--- config.mk ---
export PLATFORM = sky130hd
export DESIGN_NAME = dual_space_i2c_slave
export DESIGN_NICKNAME = d
export VERILOG_FILES = /design/src/rtl/i2c_dual_pkg.sv /design/src/rtl/i2c_line_sampler.sv /design/src/rtl/i2c_addr_counter.sv /design/src/rtl/dual_space_i2c_slave.sv
export SDC_FILE = /design/constraint.sdc
export NUM_CORES = 1
export LEC_CHECK = 0
export BUFFER_PORTS_ARGS = -buffer_cell sky130_fd_sc_hd__buf_2
export CAP_MARGIN = 20
export CORE_ASPECT_RATIO = 0.5
export CORE_MARGIN = 5
export CORE_UTILIZATION = 45
export DETAILED_ROUTE_END_ITERATION = 12
export PLACE_DENSITY_LB_ADDON = 0.05
export RECOVER_POWER = 25
export SYNTH_ARGS = -nofsm -noshare
export SYNTH_HDL_FRONTEND = slang
export SYNTH_SLANG_ARGS = --single-unit
--- constraint.sdc ---
create_clock -name clk -period 3.2 [get_ports clk]
set_clock_uncertainty 0.1 [all_clocks]
set_input_delay 0.16 -clock clk [delete_from_list [all_inputs] [get_ports clk]]
set_output_delay 0.16 -clock clk [all_outputs]
set_load 0.1 [all_outputs]
--- src/rtl/i2c_dual_pkg.sv ---
package i2c_dual_pkg;

    localparam logic [3:0] NIB_ARRAY = 4'b1010;
    localparam logic [3:0] NIB_REGS  = 4'b1101;
    localparam logic [2:0] SEL_BITS  = 3'b111;

    typedef enum logic [2:0] {
        ST_IDLE,
        ST_RX,
        ST_ACK,
        ST_TX,
        ST_MACK,
        ST_WAIT
    } bus_state_e;

    typedef enum logic [1:0] {
        PH_SLAVE,
        PH_ADDR_HI,
        PH_ADDR_LO,
        PH_DATA
    } rx_phase_e;

    typedef enum logic {
        SP_ARRAY = 1'b0,
        SP_REGS  = 1'b1
    } space_e;

    typedef struct packed {
        logic   hit;
        space_e space;
        logic   rd;
    } slave_dec_t;

    typedef struct packed {
        logic scl;
        logic sda;
        logic scl_rise;
        logic scl_fall;
        logic start;
        logic stop;
    } line_ev_t;

    function automatic slave_dec_t decode_slave(input logic [7:0] b);
        slave_dec_t d;
        d.rd    = b[0];
        d.space = (b[7:4] == NIB_REGS) ? SP_REGS : SP_ARRAY;
        d.hit   = (b[3:1] == SEL_BITS) &&
                  ((b[7:4] == NIB_ARRAY) || (b[7:4] == NIB_REGS));
        return d;
    endfunction

endpackage

--- src/rtl/i2c_line_sampler.sv ---
module i2c_line_sampler
    import i2c_dual_pkg::*;
#(
    parameter int SYNC_STAGES = 2
) (
    input  logic     clk,
    input  logic     rst,
    input  logic     scl_in,
    input  logic     sda_in,
    output line_ev_t ev
);

    logic [SYNC_STAGES-1:0] scl_sync;
    logic [SYNC_STAGES-1:0] sda_sync;
    logic                   scl_q;
    logic                   sda_q;
    logic                   scl_s;
    logic                   sda_s;

    assign scl_s = scl_sync[SYNC_STAGES-1];
    assign sda_s = sda_sync[SYNC_STAGES-1];

    always_ff @(posedge clk) begin
        if (rst) begin
            scl_sync <= '1;
            sda_sync <= '1;
            scl_q    <= 1'b1;
            sda_q    <= 1'b1;
        end else begin
            scl_sync <= {scl_sync[SYNC_STAGES-2:0], scl_in};
            sda_sync <= {sda_sync[SYNC_STAGES-2:0], sda_in};
            scl_q    <= scl_s;
            sda_q    <= sda_s;
        end
    end

    always_comb begin
        ev.scl      = scl_s;
        ev.sda      = sda_s;
        ev.scl_rise = scl_s & ~scl_q;
        ev.scl_fall = ~scl_s & scl_q;
        // SDA edges with SCL held high are bus conditions, not data
        ev.start    = scl_s & scl_q & sda_q & ~sda_s;
        ev.stop     = scl_s & scl_q & ~sda_q & sda_s;
    end

endmodule

--- src/rtl/i2c_addr_counter.sv ---
module i2c_addr_counter
    import i2c_dual_pkg::*;
#(
    parameter int ARRAY_DEPTH = 512,
    parameter int REG_DEPTH   = 64,
    parameter int AW          = $clog2(ARRAY_DEPTH)
) (
    input  logic          clk,
    input  logic          rst,
    input  space_e        space,
    input  logic          load,
    input  logic [AW-1:0] load_val,
    input  logic          incr,
    output logic [AW-1:0] addr
);

    localparam logic [AW-1:0] ARR_LAST = AW'(ARRAY_DEPTH - 1);
    localparam logic [AW-1:0] REG_LAST = AW'(REG_DEPTH - 1);

    logic [AW-1:0] cnt_q;
    logic [AW-1:0] last;
    logic [AW-1:0] masked;

    assign last   = (space == SP_REGS) ? REG_LAST : ARR_LAST;
    assign masked = cnt_q & last;
    assign addr   = masked;

    always_ff @(posedge clk) begin
        if (rst) begin
            cnt_q <= '0;
        end else if (load) begin
            cnt_q <= load_val & last;
        end else if (incr) begin
            cnt_q <= (masked == last) ? '0 : masked + AW'(1);
        end
    end

endmodule

--- src/rtl/dual_space_i2c_slave.sv ---
module dual_space_i2c_slave
    import i2c_dual_pkg::*;
#(
    parameter int ARRAY_DEPTH = 512,
    parameter int REG_DEPTH   = 64,
    parameter int SYNC_STAGES = 2,
    localparam int AW         = $clog2(ARRAY_DEPTH)
) (
    input  logic          clk,
    input  logic          rst,
    input  logic          scl_i,
    input  logic          sda_i,
    output logic          sda_oe,
    output logic          mem_space,
    output logic [AW-1:0] mem_addr,
    output logic [7:0]    mem_wdata,
    output logic          mem_we,
    input  logic [7:0]    mem_rdata
);

    line_ev_t      ev;
    bus_state_e    state;
    rx_phase_e     phase;
    logic [3:0]    bit_cnt;
    logic [6:0]    rx_sh;
    logic [7:0]    tx_sh;
    logic [7:0]    rx_byte;
    slave_dec_t    dec;
    logic          ack_ok;
    logic          go_tx;
    logic          mack_ok;
    logic          a8;
    space_e        space_q;
    logic          dw_valid;
    space_e        dw_space;
    logic          ld;
    logic [AW-1:0] ld_val;
    logic          rd_incr;

    i2c_line_sampler #(.SYNC_STAGES(SYNC_STAGES)) u_samp (
        .clk    (clk),
        .rst    (rst),
        .scl_in (scl_i),
        .sda_in (sda_i),
        .ev     (ev)
    );

    i2c_addr_counter #(
        .ARRAY_DEPTH (ARRAY_DEPTH),
        .REG_DEPTH   (REG_DEPTH),
        .AW          (AW)
    ) u_cnt (
        .clk      (clk),
        .rst      (rst),
        .space    (space_q),
        .load     (ld),
        .load_val (ld_val),
        .incr     (mem_we | rd_incr),
        .addr     (mem_addr)
    );

    assign rx_byte   = {rx_sh, ev.sda};
    assign dec       = decode_slave(rx_byte);
    assign mem_space = (space_q == SP_REGS);

    always_ff @(posedge clk) begin
        if (rst) begin
            state     <= ST_IDLE;
            phase     <= PH_SLAVE;
            bit_cnt   <= '0;
            rx_sh     <= '0;
            tx_sh     <= '0;
            ack_ok    <= 1'b0;
            go_tx     <= 1'b0;
            mack_ok   <= 1'b0;
            a8        <= 1'b0;
            space_q   <= SP_ARRAY;
            dw_valid  <= 1'b0;
            dw_space  <= SP_ARRAY;
            sda_oe    <= 1'b0;
            mem_we    <= 1'b0;
            mem_wdata <= '0;
            ld        <= 1'b0;
            ld_val    <= '0;
            rd_incr   <= 1'b0;
        end else begin
            mem_we  <= 1'b0;
            ld      <= 1'b0;
            rd_incr <= 1'b0;
            if (ev.stop) begin
                state    <= ST_IDLE;
                sda_oe   <= 1'b0;
                dw_valid <= 1'b0;
            end else if (ev.start) begin
                state   <= ST_RX;
                phase   <= PH_SLAVE;
                bit_cnt <= '0;
                sda_oe  <= 1'b0;
            end else begin
                unique case (state)
                    ST_IDLE, ST_WAIT: ;
                    ST_RX: begin
                        if (ev.scl_rise) begin
                            rx_sh   <= rx_byte[6:0];
                            bit_cnt <= bit_cnt + 4'd1;
                            if (bit_cnt == 4'd7) begin
                                go_tx <= 1'b0;
                                unique case (phase)
                                    PH_SLAVE: begin
                                        if (dec.hit && !(dec.rd && dw_valid && (dec.space != dw_space))) begin
                                            ack_ok  <= 1'b1;
                                            space_q <= dec.space;
                                            go_tx   <= dec.rd;
                                            phase   <= PH_ADDR_HI;
                                            if (!dec.rd) begin
                                                dw_valid <= 1'b1;
                                                dw_space <= dec.space;
                                            end
                                        end else begin
                                            ack_ok <= 1'b0;
                                        end
                                    end
                                    PH_ADDR_HI: begin
                                        a8     <= rx_byte[0];
                                        ack_ok <= 1'b1;
                                        phase  <= PH_ADDR_LO;
                                    end
                                    PH_ADDR_LO: begin
                                        ld     <= 1'b1;
                                        ld_val <= AW'({a8, rx_byte});
                                        ack_ok <= 1'b1;
                                        phase  <= PH_DATA;
                                    end
                                    PH_DATA: begin
                                        mem_we    <= 1'b1;
                                        mem_wdata <= rx_byte;
                                        ack_ok    <= 1'b1;
                                    end
                                endcase
                            end
                        end else if (ev.scl_fall && bit_cnt == 4'd8) begin
                            bit_cnt <= '0;
                            if (ack_ok) begin
                                state  <= ST_ACK;
                                sda_oe <= 1'b1;
                            end else begin
                                state <= ST_WAIT;
                            end
                        end
                    end
                    ST_ACK: begin
                        if (ev.scl_rise) begin
                            bit_cnt <= 4'd1;
                        end else if (ev.scl_fall && bit_cnt == 4'd1) begin
                            bit_cnt <= '0;
                            if (go_tx) begin
                                state  <= ST_TX;
                                sda_oe <= ~mem_rdata[7];
                                tx_sh  <= {mem_rdata[6:0], 1'b0};
                            end else begin
                                state  <= ST_RX;
                                sda_oe <= 1'b0;
                            end
                        end
                    end
                    ST_TX: begin
                        if (ev.scl_rise) begin
                            bit_cnt <= bit_cnt + 4'd1;
                        end else if (ev.scl_fall) begin
                            if (bit_cnt == 4'd8) begin
                                sda_oe  <= 1'b0;
                                bit_cnt <= '0;
                                state   <= ST_MACK;
                            end else begin
                                sda_oe <= ~tx_sh[7];
                                tx_sh  <= {tx_sh[6:0], 1'b0};
                            end
                        end
                    end
                    ST_MACK: begin
                        if (ev.scl_rise) begin
                            bit_cnt <= 4'd1;
                            rd_incr <= 1'b1;
                            mack_ok <= ~ev.sda;
                        end else if (ev.scl_fall && bit_cnt == 4'd1) begin
                            bit_cnt <= '0;
                            if (mack_ok) begin
                                state  <= ST_TX;
                                sda_oe <= ~mem_rdata[7];
                                tx_sh  <= {mem_rdata[6:0], 1'b0};
                            end else begin
                                state <= ST_WAIT;
                            end
                        end
                    end
                    default: state <= ST_IDLE;
                endcase
            end
        end
    end

endmodule

==> reports/results.ini, run 1 <==
[cells_and_area]
final_nets=417
diodes=0
fill_cells=712
area_delta_synth_final_pct=12.8
drive_above_1_share_pct=12.5

[route]
antenna_left=0
viasPerCell=5.55
drtIter0Drc=140
routed_wl_um=7540
vias=2746
first_pass_iters=4
drc_errors=0
wire_per_inst_um=15.2

[cts]
path_clk_slew_ns=0.05
cts_tree=built
cts_root_buf=clkbuf_16
clk_path_buf_depth=2
cts_resized=0
post_cts_buffers=0
clock_latency_ns=0.32
cts_hold_buf=3
htreeDepth=3
cts_buffers=9
cts.sinks=66

[floorplan]
start_util_pct=46.1
rows=22
dieArea_sq_um=9430
die_x_um=132
io_pins=32
core_sq_um=7320
die_y_um=71.2

[synth]
synth_ff_type=dfxtp_1
synthArstFlopShare_pct=0
synth-seq-area-share_pct=39.2
netlist_instances=376
synth_edf_count=0
syn_area_per_cell_sq_um=8.97
yosysWarnings=0
synth_area_sq_um=3370
ys_ff_latch=66
synth.distinct_cells=63
synth_nets=397

[timing]
hold_viol=0
post-route-min-period_ns=2.44
rsz0062_at_grt=no
slew_viol_final=0
finalSetupViolations=0
tightest_slew_ns=1.42
setup_tns_ns=0
period_share_pct=76.4
maxSlewHeadroom_pct=5.08
fin_ws_ns=0.756
fmax_ghz=0.409

[setup_path]
r2r_slack_ns=0.76
crit_slowest_cell=dfxtp_1
cp-endpoint=ld_val[1]
worstPathCellList=nand4bb_4 > nor3_4 > and2_1 > mux2i_1 > nor2_1
crit_path_end_kind=flop
worstSetupStartpoint=state[0]
r2r_cells=5
cp_data_arrival_time_ns=2.49
slowest_delay_ns=0.71
r2r-end=ld_val[1]
required_ns=3.24
cp_max_fo=17
r2r-start=state[0]
criticalPathCategory=reg2reg
cp-start-kind=flop

[placed_design]
pre_cts_slack_ns=0.779
numPortBuffers=31
dp_hpwl_um=5320
gp_congestion=0.840

[grt]
antenna_found_initial=0
overflow=0
grt_pass1_wl_um=12800
grt_pass1_vias=2661
grt.total_usage_pct=16.7
grt_max_degree=34

[pwr]
cellLeakagePower_nw=1.38
p_per_area_nw_per_um2=491
irDropWorstVdd_uv=265

[run_status]
outcome=complete, no violations

[run]
max_cap_viol_count=0

[min_path]
hp-class=in2reg

## routing by layer
metal	GRT usage [%]	vias up	routed length, um	share of wire [%]
met1	21.7	1298	3800	50
met5	0	-	0	0
met3	5.96	6	370	4.9
met4	5.41	0	59	0.78
li1	-	1393	-	-
met2	26.1	49	3310	44
## critical path: cells and delay by family (launching register included)
kind             cells  cell delay [ns]
DFF                  1             0.71
muxes                1             0.24
and+or+nand+nor      4             1.22
## worst min path at each step
stage,to,start,slack [ns],depth (start not counted)
after floorplan,u_samp.scl_sync[0],scl_i,0.16,1
after global placement,u_samp.sda_sync[0],sda_i,0.25,2
after detailed placement,u_samp.scl_sync[0],scl_i,0.25,2
after CTS,tx_sh[4],mem_rdata[3],0.11,3
after global routing,tx_sh[7],mem_rdata[6],0.13,3
final,tx_sh[4],mem_rdata[3],0.12,3
## through the flow
stage | cells | hold WS (ns) | utilization, % | total power [mW] | cell area [sq um]
floorplan | 376 | 0.164 | - | 0.898 | 3370
detailed placement | 478 | 0.251 | 47.8 | 0.915 | 3500
CTS | 495 | 0.106 | 52.3 | 1.89 | 3830
global placement | 478 | 0.246 | 47.8 | 0.913 | 3500
finish | 495 | 0.116 | 52.0 | 1.87 | 3810
global route | 495 | 0.127 | 52.0 | 1.94 | 3810
## cell usage in the layout, fill, tap and decap left out, types with 3 or more instances in the layout
master         Yosys  routed
dfxtp_1           66      66
nor2_1            44      44
mux2i_1           26      26
a21oi_1           23      23
nand2_1           22      22
o21ai_0           19      19
clkbuf_1          12      17
inv_1             15      15
buf_2              3      15
nand3_1           11      11
a211oi_1           9       9
ha_1               9       9
clkbuf_16          0       9
nor2b_1            7       7
nand2b_1           6       6
or2_2              6       6
nand3b_1           5       5
nor3_1             5       5
a31oi_1            5       5
xnor2_1            3       3
a211oi_2           3       3
and4b_1            3       3
o41ai_1            3       3
o2111ai_1          3       3
and3_1             3       3
a221oi_1           3       3
dlygate4sd3_1      0       3
## cell type report
cell class                      count  area (sq um)  area share (%)
Timing Repair Buffer               36           180            4.73
Sequential cell                    66          1320            34.7
Multi-Input combinational cell    267          1830            48.1
Clock buffer                       12           256            6.74
Tap cell                           96           120            3.16
Inverter                           16          60.1            1.58
Clock inverter                      2          37.5           0.986
## logic make-up (layout without fill, tap and decap cells)
group | Yosys count | after routing | synth area share (%)
and+or+nand+nor | 133 | 133 | 21.8
xor gates and xnor gates | 5 | 5 | 1.30
DFF | 66 | 66 | 39.2
AOI/OAI and AO/OA | 94 | 94 | 20.1
muxes | 26 | 26 | 7.72
buffers and inverters | 43 | 66 | 6.56
adders and majority gates | 9 | 9 | 3.34
## power breakdown
part | switching [mW] | internal, mW
logic | 0.0403 | 0.0205
clock network | 0.332 | 0.636
registers | 0.0117 | 0.828
total | 0.384 | 1.48
## flip-flops by register name, indices dropped and copies added, names as in the netlist
register,cells
dw_valid,1
u_samp.scl_q,1
u_samp.sda_q,1
mem_space,1
u_samp.sda_sync,2
mem_wdata,8
tx_sh,7
state,3
a8,1
rx_sh,7
u_cnt.cnt_q,9
mack_ok,1
sda_oe,1
ld,1
ack_ok,1
mem_we,1
bit_cnt,4
ld_val,9
u_samp.scl_sync,2
rd_incr,1
dw_space,1
phase,2
go_tx,1
## Yosys cell counts, types with 6 or more instances
master | instances | area (sq um)
dfxtp_1 | 66 | 1320
nand3_1 | 11 | 55.1
a211oi_1 | 9 | 67.6
buf_4 | 9 | 67.6
nand2_1 | 22 | 82.6
mux2i_1 | 26 | 260
or2_2 | 6 | 37.5
a21oi_1 | 23 | 115
nand2b_1 | 6 | 37.5
inv_1 | 15 | 56.3
nor2b_1 | 7 | 43.8
o21ai_0 | 19 | 95.1
ha_1 | 9 | 113
nor2_1 | 44 | 165
clkbuf_1 | 12 | 45.0
Note: power is estimated with default switching activity, not from simulation.
==> run 2: changes to the inputs <==
- ABC_AREA: default -> 1
- clock period: 3.2 -> 2.42 ns (I/O delays scaled with it)
==> run 2 against run 1 <==
Net effect:
- clock-buffer cell count is 1 lower
- non-clock buffer count is 2 lower
- sequential power is 35% higher
- clock power is 24% higher
- final area is 0.13% lower
- utilization is 0.32 points higher
- sequential share of layout area hardly changed
- synthesized area is 1.1% lower
- synthesized cell count is 23% higher
- flip-flop and latch count stayed put
- die area is 0.99% lower
- largest power group unchanged
==> reports/results.ini, run 2 <==
[synth]
syn_area_per_cell_sq_um=7.19  ; was 8.97 sq um
synth_area_leaders=dfxtp_1 40%, nand2_1 8.7%, nor2_1 8.6%  ; was dfxtp_1 39%, mux2i_1 7.7%, nor2_1 4.9%
synth_edf_count=0  ; unchanged
synth_top_area_share_pct=39.6  ; was 39.2%
synth.largest_area_cell=dfxtp_1  ; unchanged
synthTopCellsByCount=77 x nand2_1, 76 x nor2_1, 66 x dfxtp_1  ; was 66 x dfxtp_1, 44 x nor2_1, 26 x mux2i_1
yosysWarnings=0  ; unchanged
synth_area_sq_um=3340  ; was 3370 sq um
synth_nets=485  ; was 397
synthArstFlopShare_pct=0  ; unchanged
yosysMostFrequentCell=nand2_1  ; was dfxtp_1
synth-seq-area-share_pct=39.6  ; was 39.2%
synth.distinct_cells=36  ; was 63
netlist_instances=464  ; was 376
ys_ff_latch=66  ; unchanged
synth_ff_type=dfxtp_1  ; unchanged

[pwr]
irDropWorstVdd_uv=292  ; was 265 uV
cellLeakagePower_nw=1.72  ; was 1.38 nW
p_per_area_nw_per_um2=686  ; was 491 nW/um^2
power_mw=2.61  ; was 1.87 mW

[cells_and_area]
most-common-layout-cells=77 x nand2_1, 75 x nor2_1, 66 x dfxtp_1  ; was 66 x dfxtp_1, 44 x nor2_1, 26 x mux2i_1
finalInstanceArea_sq_um=3800  ; was 3810 sq um
final_nets=514  ; was 417
final_common_cell=nand2_1  ; was dfxtp_1
largestRegisters=ld_val: 9 flops, u_cnt.cnt_q: 9 flops, mem_wdata: 8 flops  ; unchanged
drive_above_1_share_pct=17.7  ; was 12.5%
area_delta_synth_final_pct=14.0  ; was 12.8%
diodes=0  ; unchanged

[route]
drc_errors=0  ; unchanged
first_pass_iters=4  ; unchanged
vias=2969  ; was 2746
wire_per_inst_um=12.5  ; was 15.2 um
antenna_left=0  ; unchanged
drtIter0Drc=185  ; was 140
viasPerCell=5.01  ; was 5.55
routed_wl_um=7420  ; was 7540 um

[timing]
hold_viol=0  ; unchanged
rsz0062_at_grt=no  ; unchanged
post-route-min-period_ns=1.97  ; was 2.44 ns
tightest_slew_ns=1.17  ; was 1.42 ns
finalSetupViolations=0  ; unchanged
fin_ws_ns=0.453  ; was 0.756 ns
period_share_pct=81.3  ; was 76.4%
slew_viol_final=0  ; unchanged
setup_tns_ns=0  ; unchanged
maxSlewHeadroom_pct=22.4  ; was 5.08%
fmax_ghz=0.508  ; was 0.409 GHz

[floorplan]
dieArea_sq_um=9340  ; was 9430 sq um
start_util_pct=45.9  ; was 46.1%
rows=22  ; unchanged
die_y_um=70.9  ; was 71.2 um
io_pins=32  ; unchanged
core_sq_um=7270  ; was 7320 sq um
die_x_um=132  ; about the same

[run_status]
outcome=complete, no violations  ; unchanged

[cts]
cts_root_buf=clkbuf_16  ; unchanged
post_cts_buffers=0  ; unchanged
cts.sinks=66  ; unchanged
htreeDepth=3  ; unchanged
cts_tree=built  ; unchanged
cts_hold_buf=2  ; was 3
clk_path_buf_depth=2  ; unchanged
path_clk_slew_ns=0.05  ; about the same
cts_buffers=9  ; unchanged
clock_latency_ns=0.32  ; about the same
cts_resized=0  ; unchanged

[min_path]
hp-class=in2reg  ; unchanged
min_from=mem_rdata[0]  ; was mem_rdata[3]

[setup_path]
worstSetupStartpoint=bit_cnt[0]  ; was state[0]
r2r-start=bit_cnt[0]  ; was state[0]
cp-start-kind=flop  ; unchanged
crit_path_end_kind=flop  ; unchanged
cp_data_arrival_time_ns=2.08  ; was 2.49 ns
criticalPathCategory=reg2reg  ; unchanged
cp_max_fo=13  ; was 17
required_ns=2.54  ; was 3.24 ns

[run]
max_cap_viol_count=0  ; unchanged

[placed_design]
place_area_sq_um=3530  ; was 3500 sq um
pre_cts_slack_ns=0.473  ; was 0.779 ns
gp_congestion=0.828  ; was 0.840
dp_hpwl_um=5350  ; was 5320 um
numPortBuffers=31  ; unchanged

[grt]
overflow=0  ; unchanged
grt_max_degree=48  ; was 34
grt_pass1_wl_um=13200  ; was 12800 um
antenna_found_initial=0  ; unchanged
grt_pass1_vias=2781  ; was 2661
grt.total_usage_pct=17.1  ; was 16.7%

## run 2: cell types whose count changed after synthesis, sizes merged, moves of 5 or more
cell    delta
nand3     +15
mux2i     -26
clkbuf     -6
a21oi      +5
nor2b      -7
inv       +38
nand2     +69
buf        -5
nor2      +40
o21ai     +34
nand2b     -6
a211oi    -12
## run 2: report_power, final
group          internal, mW  total (mW)  switching (mW)
combinational        0.0884       0.277           0.189
clock                 0.742        1.20           0.456
sequential             1.11        1.13          0.0190
## run 2: area by class of cell
type / count / area [sq um]
Multi-Input combinational cell: 328 / 1700
Timing Repair Buffer: 34 / 168
Clock inverter: 4 / 26.3
Sequential cell: 66 / 1320
Inverter: 54 / 210
Fill cell: 758 / 3470
Tap cell: 96 / 120
Clock buffer: 11 / 253
## run 2: kinds of logic (layout without fill, tap and decap cells)
family | after synthesis | count (layout) | share of synthesized area, %
XOR/XNOR | 1 | 1 | 0.263
AO/OA/AOI/OAI | 96 | 96 | 15.7
buffers and inverters | 70 | 103 | 9.19
AND/OR/NAND/NOR | 222 | 222 | 31.8
adder cells (fa/ha/maj) | 9 | 9 | 3.38
flip-flops | 66 | 66 | 39.6
## run 2: final timing paths
path	endpoint	slack [ns]	depth (start not counted)
worst max-delay path	ld_val[7]	0.45	8
worst min-delay path	tx_sh[1]	0.02	5
worst max register to register	ld_val[7]	0.45	8
worst min register to register	u_samp.sda_sync[1]	0.31	1
## run 2: per-stage QoR
step / utilization (%) / instances / hold slack, ns
2_1_floorplan: - / 464 / 0.125
3_3_place_gp: 48.6 / 576 / 0.203
3_5_place_dp: 48.6 / 576 / 0.209
4_1_cts: 52.7 / 593 / 0.00790
5_1_grt: 52.3 / 593 / 0.0477
6_report: 52.3 / 593 / 0.0213
## run 2: layer usage
layer	vias up	part of all wire, %	GRT usage (%)
li1	1561	-	-
met1	1330	51	23.8
met2	72	43	25.6
met3	6	5.6	5.26
met4	0	0.40	5.13
met5	-	0	0
## run 2: critical path, cell delays in order (launching register included)
cell     delay (ns)
dfxtp_1        0.42
ha_1           0.21
nand2_1        0.10
nor2_1         0.25
nand2_4        0.13
nor2_4         0.25
inv_1          0.20
nor2_1         0.14
nor2_1         0.06
==> run 3: changes to the inputs <==
- clock period: 2.42 -> 1.95 ns (I/O delays scaled with it)
==> run 3 against run 2 <==
Net effect:
- power grew 28%
- clock-buffer cell count shrank 2
- utilization increased by 2.3 points
- final cell count is 2.4% higher
- critical path type unchanged
- critical endpoint unchanged
- largest cell class unchanged
==> reports/results.ini, run 3 (synthesized netlist as in run 2, its figures left out) <==
[route]
routed.top_layer=met4  ; unchanged
drtIter0Drc=199  ; was 185
viasPerCell=4.90  ; was 5.01
routed_wl_um=7440  ; was 7420 um
drc_errors=0  ; unchanged
wire_per_inst_um=12.3  ; was 12.5 um
antenna_left=0  ; unchanged
dr_wl_met3_um=308  ; was 415 um
first_pass_iters=4  ; unchanged
wl_met2_um=3230  ; was 3180 um
met1Wirelength_um=3880  ; was 3790 um
vias=2974  ; was 2969

[run_status]
outcome=complete, no violations  ; unchanged

[timing]
fin_ws_ns=0.171  ; was 0.453 ns
hold_viol=0  ; unchanged
slew_viol_final=0  ; unchanged
finalSetupViolations=0  ; unchanged
period_share_pct=91.3  ; was 81.3%
fmax_ghz=0.562  ; was 0.508 GHz
maxSlewHeadroom_pct=63.9  ; was 22.4%
post-route-min-period_ns=1.78  ; was 1.97 ns
tightest_slew_ns=0.544  ; was 1.17 ns
rsz0062_at_grt=no  ; unchanged
setup_tns_ns=0  ; unchanged

[setup_path]
crit_path_end_kind=flop  ; unchanged
slowest_delay_ns=0.41  ; was 0.42 ns
crit_slowest_cell=dfxtp_1  ; unchanged
required_ns=2.07  ; was 2.54 ns
cp-start-kind=flop  ; unchanged
cp_data_arrival_time_ns=1.90  ; was 2.08 ns
critPathTopFamily=simple AND/OR/NAND/NOR gates  ; unchanged
worstPathCellList=nor2_4 > nand2_2 > nor2_8 > nand2_4 > nor2_4 > inv_1 > nor2_1 > nor2_1  ; was ha_1 > nand2_1 > nor2_1 > nand2_4 > nor2_4 > inv_1 > nor2_1 > nor2_1
r2r_slack_ns=0.17  ; was 0.45 ns
path_buf_inv=1  ; unchanged
criticalPathCategory=reg2reg  ; unchanged
cp_max_fo=11  ; was 13

[grt]
grt_max_degree=48  ; unchanged
grt_pass1_vias=2731  ; was 2781
grt.total_usage_pct=16.6  ; was 17.1%
overflow=0  ; unchanged
grt_pass1_wl_um=12800  ; was 13200 um
antenna_found_initial=0  ; unchanged

[pwr]
seq_power_share_pct=42.1  ; was 43.4%
cellLeakagePower_nw=1.83  ; was 1.72 nW
power_frac_comb_pct=10.7  ; was 10.6%
irDropWorstVdd_uv=347  ; was 292 uV
p_per_area_nw_per_um2=840  ; was 686 nW/um^2
clkPwrFrac_pct=47.2  ; was 46.0%
internal_power_mw=2.49  ; was 1.94 mW
p_sw_uw=846  ; was 664 uW
p_sw_share_pct=25.4  ; was 25.5%

[cts]
clock_latency_ns=0.33  ; was 0.32 ns
cts_buffers=9  ; unchanged
path_clk_slew_ns=0.05  ; about the same
cts_tree=built  ; unchanged
cts_root_buf=clkbuf_16  ; unchanged
htreeDepth=3  ; unchanged
clk_path_buf_depth=2  ; unchanged
cts.sinks=66  ; unchanged

[cells_and_area]
largestRegisters=ld_val: 9 flops, u_cnt.cnt_q: 9 flops, mem_wdata: 8 flops  ; unchanged
drive_above_1_share_pct=22.3  ; was 17.7%
final_nets=527  ; was 514
fill_cells=722  ; was 758
most-common-layout-cells=77 x nand2_1, 72 x nor2_1, 65 x dfxtp_1  ; was 77 x nand2_1, 75 x nor2_1, 66 x dfxtp_1
area_delta_synth_final_pct=19.0  ; was 14.0%
instances_no_fill=607  ; was 593
multi_input_area_sq_um=1720  ; was 1700 sq um
final_common_cell=nand2_1  ; unchanged
diodes=0  ; unchanged
regArea_sq_um=1320  ; about the same
fin_util_pct=54.6  ; was 52.3%

[placed_design]
numPortBuffers=31  ; unchanged
dp_hpwl_um=5360  ; was 5350 um
pre_cts_slack_ns=0.122  ; was 0.473 ns
gp_congestion=0.871  ; was 0.828
dp.cells=585  ; was 576

[floorplan]
start_util_pct=45.9  ; unchanged
die_y_um=70.9  ; unchanged
die_x_um=132  ; unchanged
dieArea_sq_um=9340  ; unchanged
rows=22  ; unchanged
io_pins=32  ; unchanged
core_sq_um=7270  ; unchanged

[min_path]
hp-class=in2reg  ; unchanged

[run]
max_cap_viol_count=0  ; unchanged

run 3: path summary, 6_finish.rpt:
path,startpoint,to,cells past startpoint
setup / recovery,state[2],ld_val[7],8
hold / removal,mem_rdata[1],tx_sh[2],5
setup reg to reg,state[2],ld_val[7],8
hold reg to reg,u_samp.scl_sync[0],u_samp.scl_sync[1],1
run 3: timing repair:
item                                    in CTS  in global routing
buffers inserted                             0                  0
endpoints found under the setup margin       0                 10
resized for setup                            0                  1
endpoints found under the hold margin        6                  0
hold buffers                                 6                  0
run 3: area by class of cell:
type	instances	share of cell area (%)
multi-input combinational	328	43.4
clock buffer	9	5.67
tap	96	3.03
sequential	66	33.3
timing repair buffer	47	7.53
clock inverter	7	1.76
inverter	54	5.29
run 3: tightest hold or removal path, cell delays in order:
cell	delay, ns
buf_2	0.07
nand2_1	0.04
nand2_1	0.05
o21ai_0	0.07
nor2_1	0.08
run 3: per-stage QoR:
step / hold slack (ns) / total power, mW / cell area [sq um]
after CTS: 0.0160 / 3.38 / 3970
after detailed placement: 0.183 / 1.78 / 3620
after global routing: 0.0525 / 3.49 / 3970
after global placement: 0.180 / 1.78 / 3620
final: 0.0210 / 3.33 / 3970
after floorplan: 0.101 / 1.70 / 3350
run 3: power by group through the flow:
stage	sequential [mW]	clock [mW]	combinational [mW]
detailed placement	1.43	0	0.347
global placement	1.43	0	0.349
floorplan	1.46	0	0.246
finish	1.40	1.57	0.358
CTS	1.40	1.62	0.358
global route	1.41	1.68	0.402
run 3: routing by layer:
| metal | vias to the layer above | track usage, % |
|---|---|---|
| li1 | 1598 | - |
| met1 | 1327 | 22.8 |
| met4 | 0 | 5.13 |
| met5 | - | 0 |
| met2 | 47 | 25.2 |
| met3 | 2 | 5.11 |
